===== src/rtl/pxl_pkg.sv =====
// Shared types and helpers for the two-word pixel unpacker.
// Assumes 8-bit output channels; widening helpers build them from narrow fields.
package pxl_pkg;

    localparam int CH_W = 8;

    typedef enum logic [2:0] {
        FMT_RGB565  = 3'd0,
        FMT_RGB555  = 3'd1,
        FMT_RGB888A = 3'd2,
        FMT_RGB888B = 3'd3,
        FMT_YCC     = 3'd4
    } fmt_e;

    typedef struct packed {
        logic [CH_W-1:0] c0;
        logic [CH_W-1:0] c1;
        logic [CH_W-1:0] c2;
    } pix_t;

    // Widen a 5-bit colour field by repeating its top bits.
    function automatic logic [CH_W-1:0] widen5(input logic [4:0] f);
        return {f, f[4:2]};
    endfunction

    // Widen a 6-bit colour field by repeating its top bits.
    function automatic logic [CH_W-1:0] widen6(input logic [5:0] f);
        return {f, f[5:4]};
    endfunction

endpackage


===== src/rtl/pxl_word_timer.sv =====
// Word phase tracker: counts bus words after horizontal sync, skips the
// lead-in, then marks each counted word as first or second half of a pixel.
// Assumes hs_start and word_en are synchronous to clk; a word in the
// hs_start cycle is not counted.
module pxl_word_timer #(
    parameter int SAV_W = 9
) (
    input  logic             clk,
    input  logic             rst_n,
    input  logic             word_en,
    input  logic             hs_start,
    input  logic [SAV_W-1:0] sav_cnt,
    output logic             first_stb,
    output logic             second_stb,
    output logic             cr_phase
);

    logic             armed;
    logic [SAV_W-1:0] cnt;
    logic [SAV_W-1:0] sav_q;
    logic             half;
    logic             crph;
    logic             active;

    // Track lead-in count, half phase and chroma phase per line.
    always_ff @(posedge clk) begin
        if (!rst_n) begin
            armed <= 1'b0;
            cnt   <= '0;
            sav_q <= '0;
            half  <= 1'b0;
            crph  <= 1'b0;
        end else if (hs_start) begin
            armed <= 1'b1;
            cnt   <= '0;
            sav_q <= sav_cnt;
            half  <= 1'b0;
            crph  <= 1'b0;
        end else if (word_en && armed) begin
            if (cnt != sav_q) begin
                cnt <= cnt + 1'b1;
            end else begin
                half <= ~half;
                if (half) crph <= ~crph;
            end
        end
    end

    // Decode which half, if any, the current word is.
    always_comb begin
        active     = armed && word_en && !hs_start && (cnt == sav_q);
        first_stb  = active && !half;
        second_stb = active && half;
        cr_phase   = crph;
    end

    assert_halves_exclusive_R3: assert property (@(posedge clk) disable iff (!rst_n)
        $onehot0({first_stb, second_stb}));

    assert_cnt_bound_R2: assert property (@(posedge clk) disable iff (!rst_n)
        cnt <= sav_q);

    assert_sav_hold_R2: assert property (@(posedge clk) disable iff (!rst_n)
        !hs_start |=> $stable(sav_q));

    assert_restart_R12: assert property (@(posedge clk) disable iff (!rst_n)
        hs_start |=> (cnt == '0 && !half && !second_stb));

endmodule


===== src/rtl/pxl_unpack.sv =====
// Format decoder: combines a stored first word and the current second word
// into one pixel. Pure combinational; known is low for reserved codes.
// Assumes a 12-bit bus; 16-bit RGB and YCrCb use only bits [7:0].
module pxl_unpack
    import pxl_pkg::*;
#(
    parameter int BUS_W = 12
) (
    input  logic [2:0]       fmt,
    input  logic [BUS_W-1:0] w_first,
    input  logic [BUS_W-1:0] w_second,
    output pix_t             px,
    output logic             known
);

    // Select the bit packing for the chosen format.
    always_comb begin
        px    = '0;
        known = 1'b1;
        case (fmt)
            FMT_RGB565: begin
                px.c0 = widen5(w_second[7:3]);
                px.c1 = widen6({w_second[2:0], w_first[7:5]});
                px.c2 = widen5(w_first[4:0]);
            end
            FMT_RGB555: begin
                px.c0 = widen5(w_second[6:2]);
                px.c1 = widen5({w_second[1:0], w_first[7:5]});
                px.c2 = widen5(w_first[4:0]);
            end
            FMT_RGB888A: begin
                px.c0 = w_second[11:4];
                px.c1 = {w_second[3:0], w_first[11:8]};
                px.c2 = w_first[7:0];
            end
            FMT_RGB888B: begin
                px.c0 = w_second[11:4];
                px.c1 = {w_first[11:8], w_second[3:0]};
                px.c2 = w_first[7:0];
            end
            FMT_YCC: begin
                px.c0 = w_second[7:0];
                px.c1 = w_first[7:0];
                px.c2 = '0;
            end
            default: known = 1'b0;
        endcase
    end

endmodule


===== src/rtl/pxl_pair_unpack.sv =====
// Top: two-word pixel bus unpacker. Latches the format at horizontal sync,
// holds each first-half word, and registers the rebuilt pixel with a
// one-cycle valid when the second half arrives.
// Assumes the lead-in count and format are stable in the hs_start cycle.
module pxl_pair_unpack
    import pxl_pkg::*;
#(
    parameter int BUS_W = 12,
    parameter int SAV_W = 9,
    parameter int MODE_W = 3
) (
    input  logic              clk,
    input  logic              rst_n,
    input  logic              word_en,
    input  logic              hs_start,
    input  logic [MODE_W-1:0] mode_sel,
    input  logic [SAV_W-1:0]  sav_cnt,
    input  logic [BUS_W-1:0]  bus_d,
    output logic              pix_valid,
    output logic [CH_W-1:0]   pix_c0,
    output logic [CH_W-1:0]   pix_c1,
    output logic [CH_W-1:0]   pix_c2,
    output logic              pix_is_cr
);

    logic [MODE_W-1:0] mode_q;
    logic [BUS_W-1:0]  first_q;
    logic              first_stb;
    logic              second_stb;
    logic              cr_phase;
    pix_t              px_next;
    logic              fmt_known;

    pxl_word_timer #(.SAV_W(SAV_W)) u_timer (
        .clk        (clk),
        .rst_n      (rst_n),
        .word_en    (word_en),
        .hs_start   (hs_start),
        .sav_cnt    (sav_cnt),
        .first_stb  (first_stb),
        .second_stb (second_stb),
        .cr_phase   (cr_phase)
    );

    pxl_unpack #(.BUS_W(BUS_W)) u_unpack (
        .fmt      (mode_q),
        .w_first  (first_q),
        .w_second (bus_d),
        .px       (px_next),
        .known    (fmt_known)
    );

    // Sample the format once per line at horizontal sync.
    always_ff @(posedge clk) begin
        if (!rst_n)        mode_q <= '0;
        else if (hs_start) mode_q <= mode_sel;
    end

    // Hold the first half of the pixel being assembled.
    always_ff @(posedge clk) begin
        if (!rst_n)         first_q <= '0;
        else if (first_stb) first_q <= bus_d;
    end

    // Register the rebuilt pixel and its one-cycle strobe.
    always_ff @(posedge clk) begin
        if (!rst_n) begin
            pix_valid <= 1'b0;
            pix_c0    <= '0;
            pix_c1    <= '0;
            pix_c2    <= '0;
            pix_is_cr <= 1'b0;
        end else begin
            pix_valid <= second_stb && fmt_known;
            if (second_stb && fmt_known) begin
                pix_c0    <= px_next.c0;
                pix_c1    <= px_next.c1;
                pix_c2    <= px_next.c2;
                pix_is_cr <= (mode_q == FMT_YCC) ? cr_phase : 1'b0;
            end
        end
    end

    assert_valid_pulse_R3: assert property (@(posedge clk) disable iff (!rst_n)
        pix_valid |=> !pix_valid);

    assert_mode_hold_R10: assert property (@(posedge clk) disable iff (!rst_n)
        !hs_start |=> $stable(mode_q));

    assert_reserved_quiet_R11: assert property (@(posedge clk) disable iff (!rst_n)
        (mode_q > 3'd4) |-> !pix_valid);

    assert_hs_quiet_R12: assert property (@(posedge clk) disable iff (!rst_n)
        hs_start |=> !pix_valid);

endmodule


===== config.mk =====
export PLATFORM = sky130hd
export DESIGN_NAME = pxl_pair_unpack
export DESIGN_NICKNAME = d
export VERILOG_FILES = /design/src/rtl/pxl_pkg.sv /design/src/rtl/pxl_word_timer.sv /design/src/rtl/pxl_unpack.sv /design/src/rtl/pxl_pair_unpack.sv
export SDC_FILE = /design/constraint.sdc
export NUM_CORES = 1
export LEC_CHECK = 0
export BUFFER_PORTS_ARGS = -buffer_cell sky130_fd_sc_hd__buf_2
export CAP_MARGIN = 20
export CORE_MARGIN = 1.5
export CORE_UTILIZATION = 45
export DETAILED_ROUTE_END_ITERATION = 7
export PLACE_DENSITY_LB_ADDON = 0.1
export SYNTH_ARGS = -nofsm -noshare
export SYNTH_HDL_FRONTEND = slang
export SYNTH_SLANG_ARGS = --single-unit

===== constraint.sdc =====
create_clock -name clk -period 2.2 [get_ports clk]
set_clock_uncertainty 0.1 [all_clocks]
set_input_delay 0.22 -clock clk [delete_from_list [all_inputs] [get_ports clk]]
set_output_delay 0.22 -clock clk [all_outputs]
set_load 0.01 [all_outputs]

==> results.toml, run 1 <==
[critical_path]
critPathSlowestCell = "sky130_fd_sc_hd__and3_1"
cp_top_family = "simple AND/OR/NAND/NOR gates"
path_cells = "xor2_1 -> nor4_4 -> buf_4 -> and3_1 -> buf_12 -> nand3_1 -> a21boi_0"
critical_path.endpoint_type = "flip-flop"
crit_path_start_kind = "flip-flop"
crit_path_max_incr_delay_ns = 0.37
critPathKind = "reg2reg"
cp.required_ns = 2.36
crit_fanout = 9
timing.critical_path.buf_inv = 2
cp_data_arrival_time_ns = 2.18

[global_route]
grt_max_degree = 40
globalRoute.totalOverflow = 0
first_global_vias = 2630
antenna_found_initial = 0
grt.total_usage_pct = 22.9
global_route_wire_length_before_repair_um = 13300

[floorplan]
fp-row-count = 30
die_area_sq_um = 7500
initial_utilization_pct = 46.5
core_region_area_sq_um = 6760
die_h_um = 86.6
io_pins = 54
chipWidth_um = 86.6

[clock_network]
clock_insertion_delay_at_the_later_pin_of_the_skew_report_ns = 0.33
htreeDepth = 3
clockBufferDepth = 2
clock_tree_from_tritoncts = "yes"
cts_num_sinks = 62
hold_buffers = 0
cts.clk_slew.worst_paths_ns = 0.07
cts_made_buffers = 9
ctsRootBufferMaster = "sky130_fd_sc_hd__clkbuf_8"
cts.repair.resized = 0
cts_post_setup_buffers_inserted = 0

[logic_synthesis]
synth_mux_area_share_pct = 8.04
syn_area_sq_um = 3140
synth-adder-area-share_pct = 0.398
most_instantiated_flip_flop_cell_in_the_synthesis_netlist = "sky130_fd_sc_hd__dfxtp_1"
yosys_warning_total = 0
synth_seq_area_share_pct = 39.5
synth.avg_cell_area_sq_um = 8.38
synth-simple-area-share_pct = 21.6
combinational_family_with_the_most_area_after_synthesis = "compound AO/OA/AOI/OAI gates"
seq_cells_post_synth = 62
syn-num-nets = 404
syn_inst_count = 375
synth_compound_gate_area_share_pct = 21.7
synth_async_sr_flop_share_pct = 0
synth-edff-count = 0
ys_types = 47
synth_xor_area_share_pct = 3.62

[hold_path]
worst_hold_path_type = "in2reg"

[final_layout]
n_fill_cell = 639
multi_input_area_sq_um = 1740
nNetsFinal = 459
layout.area.seq_sq_um = 1240
final_layout_size_suffix_gt1_share_pct = 20.9
num_antenna_cells = 0
syn2layout_area_growth_pct = 19.1

[timing]
smallest_hold_slack_ns = 0.0440
hold_violations = 0
fin_setup_tns_ns = 0
fin_crit_sh_pct = 91.7
clock.fmax_mhz = 496
setup_viol = 0
timing.final.crit_period_ns = 2.02
slew_headroom_pct = 74.3
tightest_slew_ns = 0.384
slew_violations = 0
unrepaired_setup_endpoints_after_global_routing = "no"

[job]
max_cap_violations = 0

[placement]
place_congestion = 0.867
placement.io_buffers = 53
half_perimeter_wire_length_of_the_detailed_placement_result_um = 5680

[pwr]
irDropWorstVdd_mv = 0.319
cellPowerDensity_nw_per_um2 = 656
p_leak_nw = 1.58

[status]
status = "complete, no violations"

[route]
drc = 0
via_count = 2830
postRouteAntennaNets = 0
drt_iter0_markers = 266
wirelength_um = 8110
detail_route.first_pass.iterations = 4
vias_per_instance = 5.50
detail_route.wl_per_cell_um = 15.8
## state kept, by name, summed over array words and instances (netlist names)
register          flops
mode_q                3
pix_c0                8
u_timer.cr_phase      1
u_timer.half          1
u_timer.armed         1
pix_valid             1
pix_c2                8
pix_is_cr             1
u_timer.cnt           9
first_q              12
u_timer.sav_q         9
pix_c1                8
## per-stage QoR
stage | instances | total power, mW | cell area [sq um] | worst slack [ns] | utilization (%)
global placement | 499 | 1.45 | 3540 | 0.292 | 52.4
global route | 515 | 2.55 | 3740 | 0.0907 | 55.4
CTS | 515 | 2.48 | 3740 | 0.219 | 55.4
detailed placement | 499 | 1.46 | 3540 | 0.240 | 52.4
finish | 515 | 2.46 | 3740 | 0.183 | 55.4
floorplan | 375 | 1.36 | 3140 | 0.324 | -
## area by class of cell
cell class                      instances  area share [%]
Inverter                                8           0.802
Tap cell                               80            2.67
Clock buffer                           13            4.24
Multi-Input combinational cell        277            46.4
Sequential cell                        62            33.1
Clock inverter                          3            1.14
Timing Repair Buffer                   72            11.6
## power breakdown
group / leakage, nW / internal, mW / switching (mW)
combinational: 0.981 / 0.119 / 0.162
clock: 0.0996 / 0.584 / 0.436
sequential: 0.502 / 1.14 / 0.0134
total: 1.58 / 1.84 / 0.612
## synth_stat cells (2+ instances only)
library cell                n  share of area (%)
sky130_fd_sc_hd__nand2_1   73                8.7
sky130_fd_sc_hd__dfxtp_1   62                 39
sky130_fd_sc_hd__mux2i_1   23                7.3
sky130_fd_sc_hd__clkbuf_1  20                2.4
sky130_fd_sc_hd__a21boi_1  18                4.3
sky130_fd_sc_hd__a21boi_0  16                3.8
sky130_fd_sc_hd__nand3_1   16                2.5
sky130_fd_sc_hd__nor2b_1   15                3.0
sky130_fd_sc_hd__a21oi_1   14                2.2
sky130_fd_sc_hd__nor2_1    12                1.4
sky130_fd_sc_hd__o21ai_0   11                1.8
sky130_fd_sc_hd__xor2_1     9                2.5
sky130_fd_sc_hd__inv_1      8               0.96
sky130_fd_sc_hd__o211ai_1   8                1.9
sky130_fd_sc_hd__nand4_1    6                1.2
sky130_fd_sc_hd__a22oi_1    5                1.2
sky130_fd_sc_hd__a31oi_1    5                1.0
sky130_fd_sc_hd__and3_1     4               0.80
sky130_fd_sc_hd__nand2b_1   4               0.80
sky130_fd_sc_hd__o211a_1    4                1.3
sky130_fd_sc_hd__xnor2_1    4                1.1
sky130_fd_sc_hd__buf_4      3               0.72
sky130_fd_sc_hd__o22ai_1    3               0.60
sky130_fd_sc_hd__and2_1     2               0.40
sky130_fd_sc_hd__and4_1     2               0.56
sky130_fd_sc_hd__buf_1      2               0.24
sky130_fd_sc_hd__buf_6      2               0.72
sky130_fd_sc_hd__mux2_2     2               0.72
sky130_fd_sc_hd__o21a_1     2               0.48
sky130_fd_sc_hd__o311ai_0   2               0.56
sky130_fd_sc_hd__or4_1      2               0.48
## final timing paths
path	from	endpoint	slack, ns	cells after the start
worst max register to register	u_timer.cnt[6]	first_q[1]	0.18	7
worst max-delay path	u_timer.cnt[6]	first_q[1]	0.18	7
worst min register to register	pix_c2[3]	pix_c2[3]	0.35	2
worst min-delay path	sav_cnt[8]	u_timer.sav_q[8]	0.04	3
## placed cells by master (no fill, tap or decap), drive strengths merged, types with 5 or more instances in the layout
cell type / Yosys / routed
a21boi: 34 / 34
clkbuf: 20 / 13
buf: 8 / 72
dfxtp: 62 / 62
a21oi: 14 / 14
a22oi: 5 / 5
nand4: 6 / 6
nand3: 16 / 16
inv: 8 / 8
a31oi: 5 / 5
o21ai: 11 / 11
nand2: 73 / 73
nor2b: 15 / 15
xor2: 9 / 9
o211ai: 8 / 8
nor2: 12 / 12
mux2i: 23 / 23
## worst register-to-register path: stages, from the launching register on
cell	delay, ns
sky130_fd_sc_hd__dfxtp_1	0.36
sky130_fd_sc_hd__xor2_1	0.20
sky130_fd_sc_hd__nor4_4	0.29
sky130_fd_sc_hd__buf_4	0.20
sky130_fd_sc_hd__and3_1	0.37
sky130_fd_sc_hd__buf_12	0.17
sky130_fd_sc_hd__nand3_1	0.07
sky130_fd_sc_hd__a21boi_0	0.18
## cell families after synthesis
family | count (synthesis)
buffers and inverters | 36
AO/OA/AOI/OAI | 97
flip-flops | 62
adder cells (fa/ha/maj) | 1
multiplexers | 25
XOR/XNOR | 13
AND/OR/NAND/NOR | 141
## metal layers
metal | routed length [um] | up-vias | track usage, %
li1 | - | 1429 | -
met1 | 4120 | 1295 | 34.7
met2 | 3370 | 94 | 32.3
met3 | 479 | 12 | 3.52
met4 | 140 | 0 | 8.80
met5 | 0 | - | 0
No activity file was read; power rests on OpenSTA's default activity.
==> run 2: changes to the inputs <==
Settings changed: CORE_UTILIZATION 45 to 51, SYNTH_HIERARCHICAL from default to 1.
Clock period 2.2 ns to 1.7 ns, I/O delays scaled along.
==> results.toml, run 2 <==
[global_route]
globalRoute.totalOverflow = 0
grt_max_degree = 51
grt.total_usage_pct = 24.0
global_route_wire_length_before_repair_um = 13500
antenna_found_initial = 0
first_global_vias = 2725

[critical_path]
crit_path_max_incr_delay_ns = 0.34
critPathSlowestCell = "sky130_fd_sc_hd__dfxtp_2"
rr_startpoint = "u_timer/cnt[6]"
crit_path_start_kind = "flip-flop"
cp_common_cell = "sky130_fd_sc_hd__buf_6"
path_cells = "xor2_2 -> nor4_4 -> and3_4 -> nand2_4 -> nor3b_4 -> buf_6 -> buf_6 -> and3_1 -> o21a_1"
worst-r2r-setup-slack_ns = -0.52
critical_path.endpoint_type = "flip-flop"
cp_data_arrival_time_ns = 2.41
cp.required_ns = 1.88
critPathKind = "reg2reg"
crit_fanout = 12
worst_r2r_endpoint = "pix_c1[5]"
worst-r2r-cell-count = 9

[clock_network]
cts.clk_slew.worst_paths_ns = 0.07
htreeDepth = 3
clock_tree_from_tritoncts = "yes"
clockBufferDepth = 2
cts_num_sinks = 62
ctsRootBufferMaster = "sky130_fd_sc_hd__clkbuf_8"
clock_insertion_delay_at_the_later_pin_of_the_skew_report_ns = 0.34
cts_made_buffers = 9

[hold_path]
worst_hold_startpoint = "bus_d[9]"
worst_min_delay_path_endpoint = "first_q[9]"
worst_hold_path_type = "in2reg"
holdPathStages = 3

[timing]
unrepaired_setup_endpoints_after_global_routing = "yes"
tightest_slew_ns = 0.456
fin_crit_sh_pct = 131
timing.final.crit_period_ns = 2.22
clock.fmax_mhz = 450
setup_viol = 43
slew_headroom_pct = 69.2
worst_case_setup_margin_in_the_final_layout_ns = -0.524
slew_violations = 0
hold_violations = 0

[route]
postRouteAntennaNets = 0
vias_per_instance = 5.59
detail_route.wl_per_cell_um = 16.1
wirelength_um = 8770
drc = 0
detail_route.first_pass.iterations = 5
via_count = 3047
drt_iter0_markers = 176

[final_layout]
syn2layout_area_growth_pct = 35.0
num_antenna_cells = 0
fin_area_sq_um = 4510
layout.cells.most_common = "sky130_fd_sc_hd__buf_2"
nNetsFinal = 493
final_cell_mix = "53 x sky130_fd_sc_hd__buf_2, 49 x sky130_fd_sc_hd__dfxtp_1, 34 x sky130_fd_sc_hd__mux2i_1, 34 x sky130_fd_sc_hd__buf_4, 26 x sky130_fd_sc_hd__nor2b_1"
largest-register = "first_q"
max_ffs_per_register = 12
postLayoutCoreUtil_pct = 71.1
final_layout_size_suffix_gt1_share_pct = 35.3
largest_registers = "first_q: 12 flops, u_timer/cnt: 9 flops, u_timer/sav_q: 9 flops"

[floorplan]
fp-row-count = 29
initial_utilization_pct = 52.7
core_region_area_sq_um = 6350
die_h_um = 84.0
chipWidth_um = 84.0
die_area_sq_um = 7050
io_pins = 54

[logic_synthesis]
yosys-top-cells-count = "62 x sky130_fd_sc_hd__dfxtp_1, 34 x sky130_fd_sc_hd__mux2i_1, 28 x sky130_fd_sc_hd__nand2_1"
synth_seq_area_share_pct = 37.1
synth_async_sr_flop_share_pct = 0
synth_compound_gate_area_share_pct = 22.3
yosys_warning_total = 6
synth-edff-count = 0
combinational_family_with_the_most_area_after_synthesis = "compound AO/OA/AOI/OAI gates"
synth_xor_area_share_pct = 2.88
ys_types = 53
seq_cells_post_synth = 62
post_synth_main_area_contributors = "sky130_fd_sc_hd__dfxtp_1 37%, sky130_fd_sc_hd__mux2i_1 10%, sky130_fd_sc_hd__o21a_1 5.6%"
synth-simple-area-share_pct = 19.6
syn_area_sq_um = 3340
synth-adder-area-share_pct = 0.374
synthMostInstantiatedCell = "sky130_fd_sc_hd__dfxtp_1"
synth_top_cell_by_area = "sky130_fd_sc_hd__dfxtp_1"
post-synth-top-area-fraction_pct = 37.1
syn-num-nets = 399
synth.avg_cell_area_sq_um = 9.04
syn_inst_count = 370
most_instantiated_flip_flop_cell_in_the_synthesis_netlist = "sky130_fd_sc_hd__dfxtp_1"
synth_mux_area_share_pct = 12.5

[pwr]
irDropWorstVdd_mv = 0.539
p_leak_nw = 1.99
cellPowerDensity_nw_per_um2 = 757

[placement]
placement.io_buffers = 53
postPlaceCellArea_sq_um = 3920
place_congestion = 0.920
half_perimeter_wire_length_of_the_detailed_placement_result_um = 5560

[status]
status = "finished, violations left"
violated_checks = "negative setup slack"

[job]
max_cap_violations = 0
## run 2: how the worst max path moves through the flow
stage	from	slack, ns	to
after floorplan	u_timer/cnt[6]	-0.41	pix_c1[0]
after global placement	u_timer/cnt[6]	-0.38	first_q[9]
after detailed placement	u_timer/cnt[6]	-0.44	pix_c2[3]
after CTS	u_timer/cnt[6]	-0.42	pix_c1[4]
after global routing	u_timer/cnt[6]	-0.66	pix_c1[5]
final	u_timer/cnt[6]	-0.52	pix_c1[5]
## run 2: per-stage QoR
stage / hold slack [ns] / power, mW / worst slack (ns) / std cells / setup TNS, ns
after floorplan: 0.239 / 1.76 / -0.412 / 370 / -14.12
after global placement: 0.323 / 1.91 / -0.380 / 509 / -14.06
after detailed placement: 0.334 / 1.91 / -0.437 / 509 / -15.66
after CTS: 0.00370 / 3.40 / -0.421 / 538 / -15.38
after global routing: 0.0112 / 3.54 / -0.658 / 545 / -22.55
final: 0.00851 / 3.42 / -0.524 / 545 / -16.77
## run 2: area by class of cell
type,instances,area (sq um)
sequential,62,1260
inverter,4,15.0
clock buffer,11,151
multi-input combinational,276,2070
timing repair buffer,111,848
clock inverter,4,70.1
fill,487,1840
tap,77,96.3
## run 2: worst max-delay path, delay by kind of cell, from the launching register on
kind                      cells  cell delay, ns
and+or+nand+nor               5            1.06
DFF                           1            0.34
buffers and inverters         2            0.33
xor gates and xnor gates      1            0.19
AOI/OAI and AO/OA             1            0.13
## run 2: layer usage
metal / GRT usage, % / wire, um
met3: 6.13 / 536
met2: 32.2 / 3740
met1: 37.1 / 4410
met4: 7.60 / 91
met5: 0 / 0
## run 2: power by group
| part | internal [mW] | switching, mW | total, mW |
|---|---|---|---|
| Combinational | 0.226 | 0.235 | 0.461 |
| Clock | 0.892 | 0.564 | 1.46 |
| Sequential | 1.48 | 0.0241 | 1.50 |
| Total | 2.59 | 0.823 | 3.42 |
## run 2: repair_timing
item | in CTS | in global routing
resized for setup | 12 | 28
hold buffers | 11 | 0
endpoints found under the setup margin | 44 | 49
pin swaps | 9 | 6
endpoints found under the hold margin | 11 | 0
setup buffers | 2 | 3
gates cloned | 1 | 5
## run 2: cells by family after synthesis
logic type | count (synthesis)
DFF | 62
AOI/OAI and AO/OA | 107
and+or+nand+nor | 116
adders and majority gates | 1
buffers and inverters | 32
xor gates and xnor gates | 11
muxes | 41
==> run 3: changes to the inputs <==
Settings changed: ABC_AREA from default to 0, CORE_UTILIZATION 51 to 56.
Clock period 1.7 ns to 2.3 ns, I/O delays scaled along.
==> results.toml, run 3 (same netlist as run 2, synthesis figures left out) <==
[job]
max_cap_violations = 0

[clock_network]
cts.clk_slew.worst_paths_ns = 0.07
cts_made_buffers = 9
htreeDepth = 3
clock_insertion_delay_at_the_later_pin_of_the_skew_report_ns = 0.33
ctsRootBufferMaster = "sky130_fd_sc_hd__clkbuf_8"
clock_tree_from_tritoncts = "yes"
hold_buffers = 0
cts_num_sinks = 62
clockBufferDepth = 2

[pwr]
cellPowerDensity_nw_per_um2 = 573
p_leak_nw = 1.74
irDropWorstVdd_mv = 0.398

[floorplan]
initial_utilization_pct = 59.3
chipWidth_um = 80.3
io_pins = 54
core_region_area_sq_um = 5640
die_area_sq_um = 6440
fp-row-count = 27
die_h_um = 80.3

[final_layout]
num_antenna_cells = 0
layout.cells.most_common = "sky130_fd_sc_hd__dfxtp_1"
n_fill_cell = 469
syn2layout_area_growth_pct = 18.8
final_layout_size_suffix_gt1_share_pct = 25.4
largest_registers = "first_q: 12 flops, u_timer/cnt: 9 flops, u_timer/sav_q: 9 flops"
final-instance-count-excl-fill = 501
nNetsFinal = 454
max_ffs_per_register = 12
largest-register = "first_q"
fin_area_sq_um = 3970
final_cell_mix = "61 x sky130_fd_sc_hd__dfxtp_1, 53 x sky130_fd_sc_hd__buf_2, 33 x sky130_fd_sc_hd__mux2i_1, 27 x sky130_fd_sc_hd__nand2_1"

[global_route]
grt.total_usage_pct = 25.8
global_route_wire_length_before_repair_um = 12800
first_global_vias = 2784
grt_max_degree = 51
antenna_found_initial = 0
globalRoute.totalOverflow = 0

[route]
detail_route.wl_per_cell_um = 16.2
drc = 0
via_count = 2897
drt_iter0_markers = 156
wirelength_um = 8100
vias_per_instance = 5.78
detail_route.first_pass.iterations = 5
postRouteAntennaNets = 0

[critical_path]
crit_path_start_kind = "flip-flop"
path_cells = "xor2_1 -> nor4_2 -> and3_1 -> nand2_2 -> nor3b_4 -> buf_6 -> buf_4 -> and3_1 -> o21a_1"
crit_fanout = 12
timing.critical_path.buf_inv = 2
cp_top_family = "simple AND/OR/NAND/NOR gates"
rr_startpoint = "u_timer/cnt[6]"
cp.required_ns = 2.48
worst-r2r-setup-slack_ns = 0.04
cp_common_cell = "sky130_fd_sc_hd__and3_1"
critPathSlowestCell = "sky130_fd_sc_hd__dfxtp_4"
critPathKind = "reg2reg"
critical_path.endpoint_type = "flip-flop"
cp_data_arrival_time_ns = 2.44
worst-r2r-cell-count = 9
worst_r2r_endpoint = "pix_c0[1]"
crit_path_max_incr_delay_ns = 0.36

[timing]
unrepaired_setup_endpoints_after_global_routing = "yes"
hold_violations = 0
tightest_slew_ns = 0.588
timing.final.crit_period_ns = 2.26
slew_headroom_pct = 60.7
fin_crit_sh_pct = 98.4
slew_violations = 0
clock.fmax_mhz = 442
setup_viol = 0

[placement]
post-place-cells = 476
placement.io_buffers = 53
postPlaceCellArea_sq_um = 3640
place_congestion = 0.923
half_perimeter_wire_length_of_the_detailed_placement_result_um = 5410

[status]
status = "complete, no violations"

[hold_path]
worst_hold_startpoint = "mode_sel[1]"
worst_hold_path_type = "in2reg"
holdPathStages = 3
worst_min_delay_path_endpoint = "mode_q[1]"
==> run 3: cell types whose count changed in the layout (fill, tap and decap cells not counted), moves of 2 or more <==
cell	change
sky130_fd_sc_hd__a21boi_0	+18
sky130_fd_sc_hd__buf_4	-22
sky130_fd_sc_hd__dfxtp_1	+12
sky130_fd_sc_hd__a21boi_1	-17
sky130_fd_sc_hd__clkinv_2	+2
sky130_fd_sc_hd__dfxtp_2	-12
sky130_fd_sc_hd__xor2_2	-6
sky130_fd_sc_hd__dlygate4sd3_1	-11
sky130_fd_sc_hd__buf_6	-3
sky130_fd_sc_hd__and3_1	+5
sky130_fd_sc_hd__and3_4	-5
sky130_fd_sc_hd__nand2_1	+2
sky130_fd_sc_hd__buf_12	-4
sky130_fd_sc_hd__xor2_1	+6
==> run 3: metrics by stage <==
stage                     total power [mW]  setup slack (ns)  hold slack [ns]  utilization [%]  setup TNS [ns]
after floorplan                       1.30            0.0146            0.299                -               0
after global placement                1.37             0.125            0.380             64.6               0
after detailed placement              1.37            0.0589            0.394             64.6               0
after CTS                             2.28            0.0433           0.0457             67.9               0
after global routing                  2.38           -0.0875           0.0688             70.4           -1.74
final                                 2.28            0.0361           0.0579             70.4               0
==> run 3: worst min-delay path, cell delays in order <==
cell	delay, ns
sky130_fd_sc_hd__buf_2	0.08
sky130_fd_sc_hd__mux2i_1	0.05
sky130_fd_sc_hd__nor2b_1	0.09
==> run 3: worst max path at each step <==
stage                   startpoint   endpoint  depth (start not counted)
global placement    u_timer/cnt[3]  pix_c1[2]                          8
finish              u_timer/cnt[6]  pix_c0[1]                          9
detailed placement  u_timer/cnt[5]  pix_c2[1]                          8
CTS                 u_timer/cnt[5]  pix_c2[1]                          8
floorplan           u_timer/cnt[5]  pix_c0[0]                          9
global route        u_timer/cnt[6]  pix_c0[1]                          9
==> run 3: routing by layer <==
layer / global-route usage (%) / up-vias / part of all wire (%)
met2: 43.5 / 98 / 49
met5: 0 / - / 0
met3: 5.80 / 13 / 4.9
met4: 9.31 / 0 / 1.5
met1: 32.0 / 1342 / 45
li1: - / 1444 / -
==> run 3: where the power goes <==
group | switching [mW] | total (mW) | internal, mW
clock network | 0.402 | 0.918 | 0.516
registers | 0.0215 | 1.11 | 1.09
logic | 0.139 | 0.247 | 0.108
total | 0.563 | 2.28 | 1.71
==> run 3: repair_timing <==
action                                  4_1_cts  5_1_grt
gates resized for setup                       0       11
endpoints found under the setup margin        0       26
buffers inserted                              0        5
==> run 3: area by class of cell <==
cell class                 instances  area, sq um  area share [%]
tap                               72         90.1            2.27
multi-input combinational        276         1960            49.3
clock buffer                      10          138            3.47
clock inverter                     5         50.0            1.26
sequential                        62         1240            31.4
inverter                           4         15.0           0.378
timing repair buffer              72          474            11.9
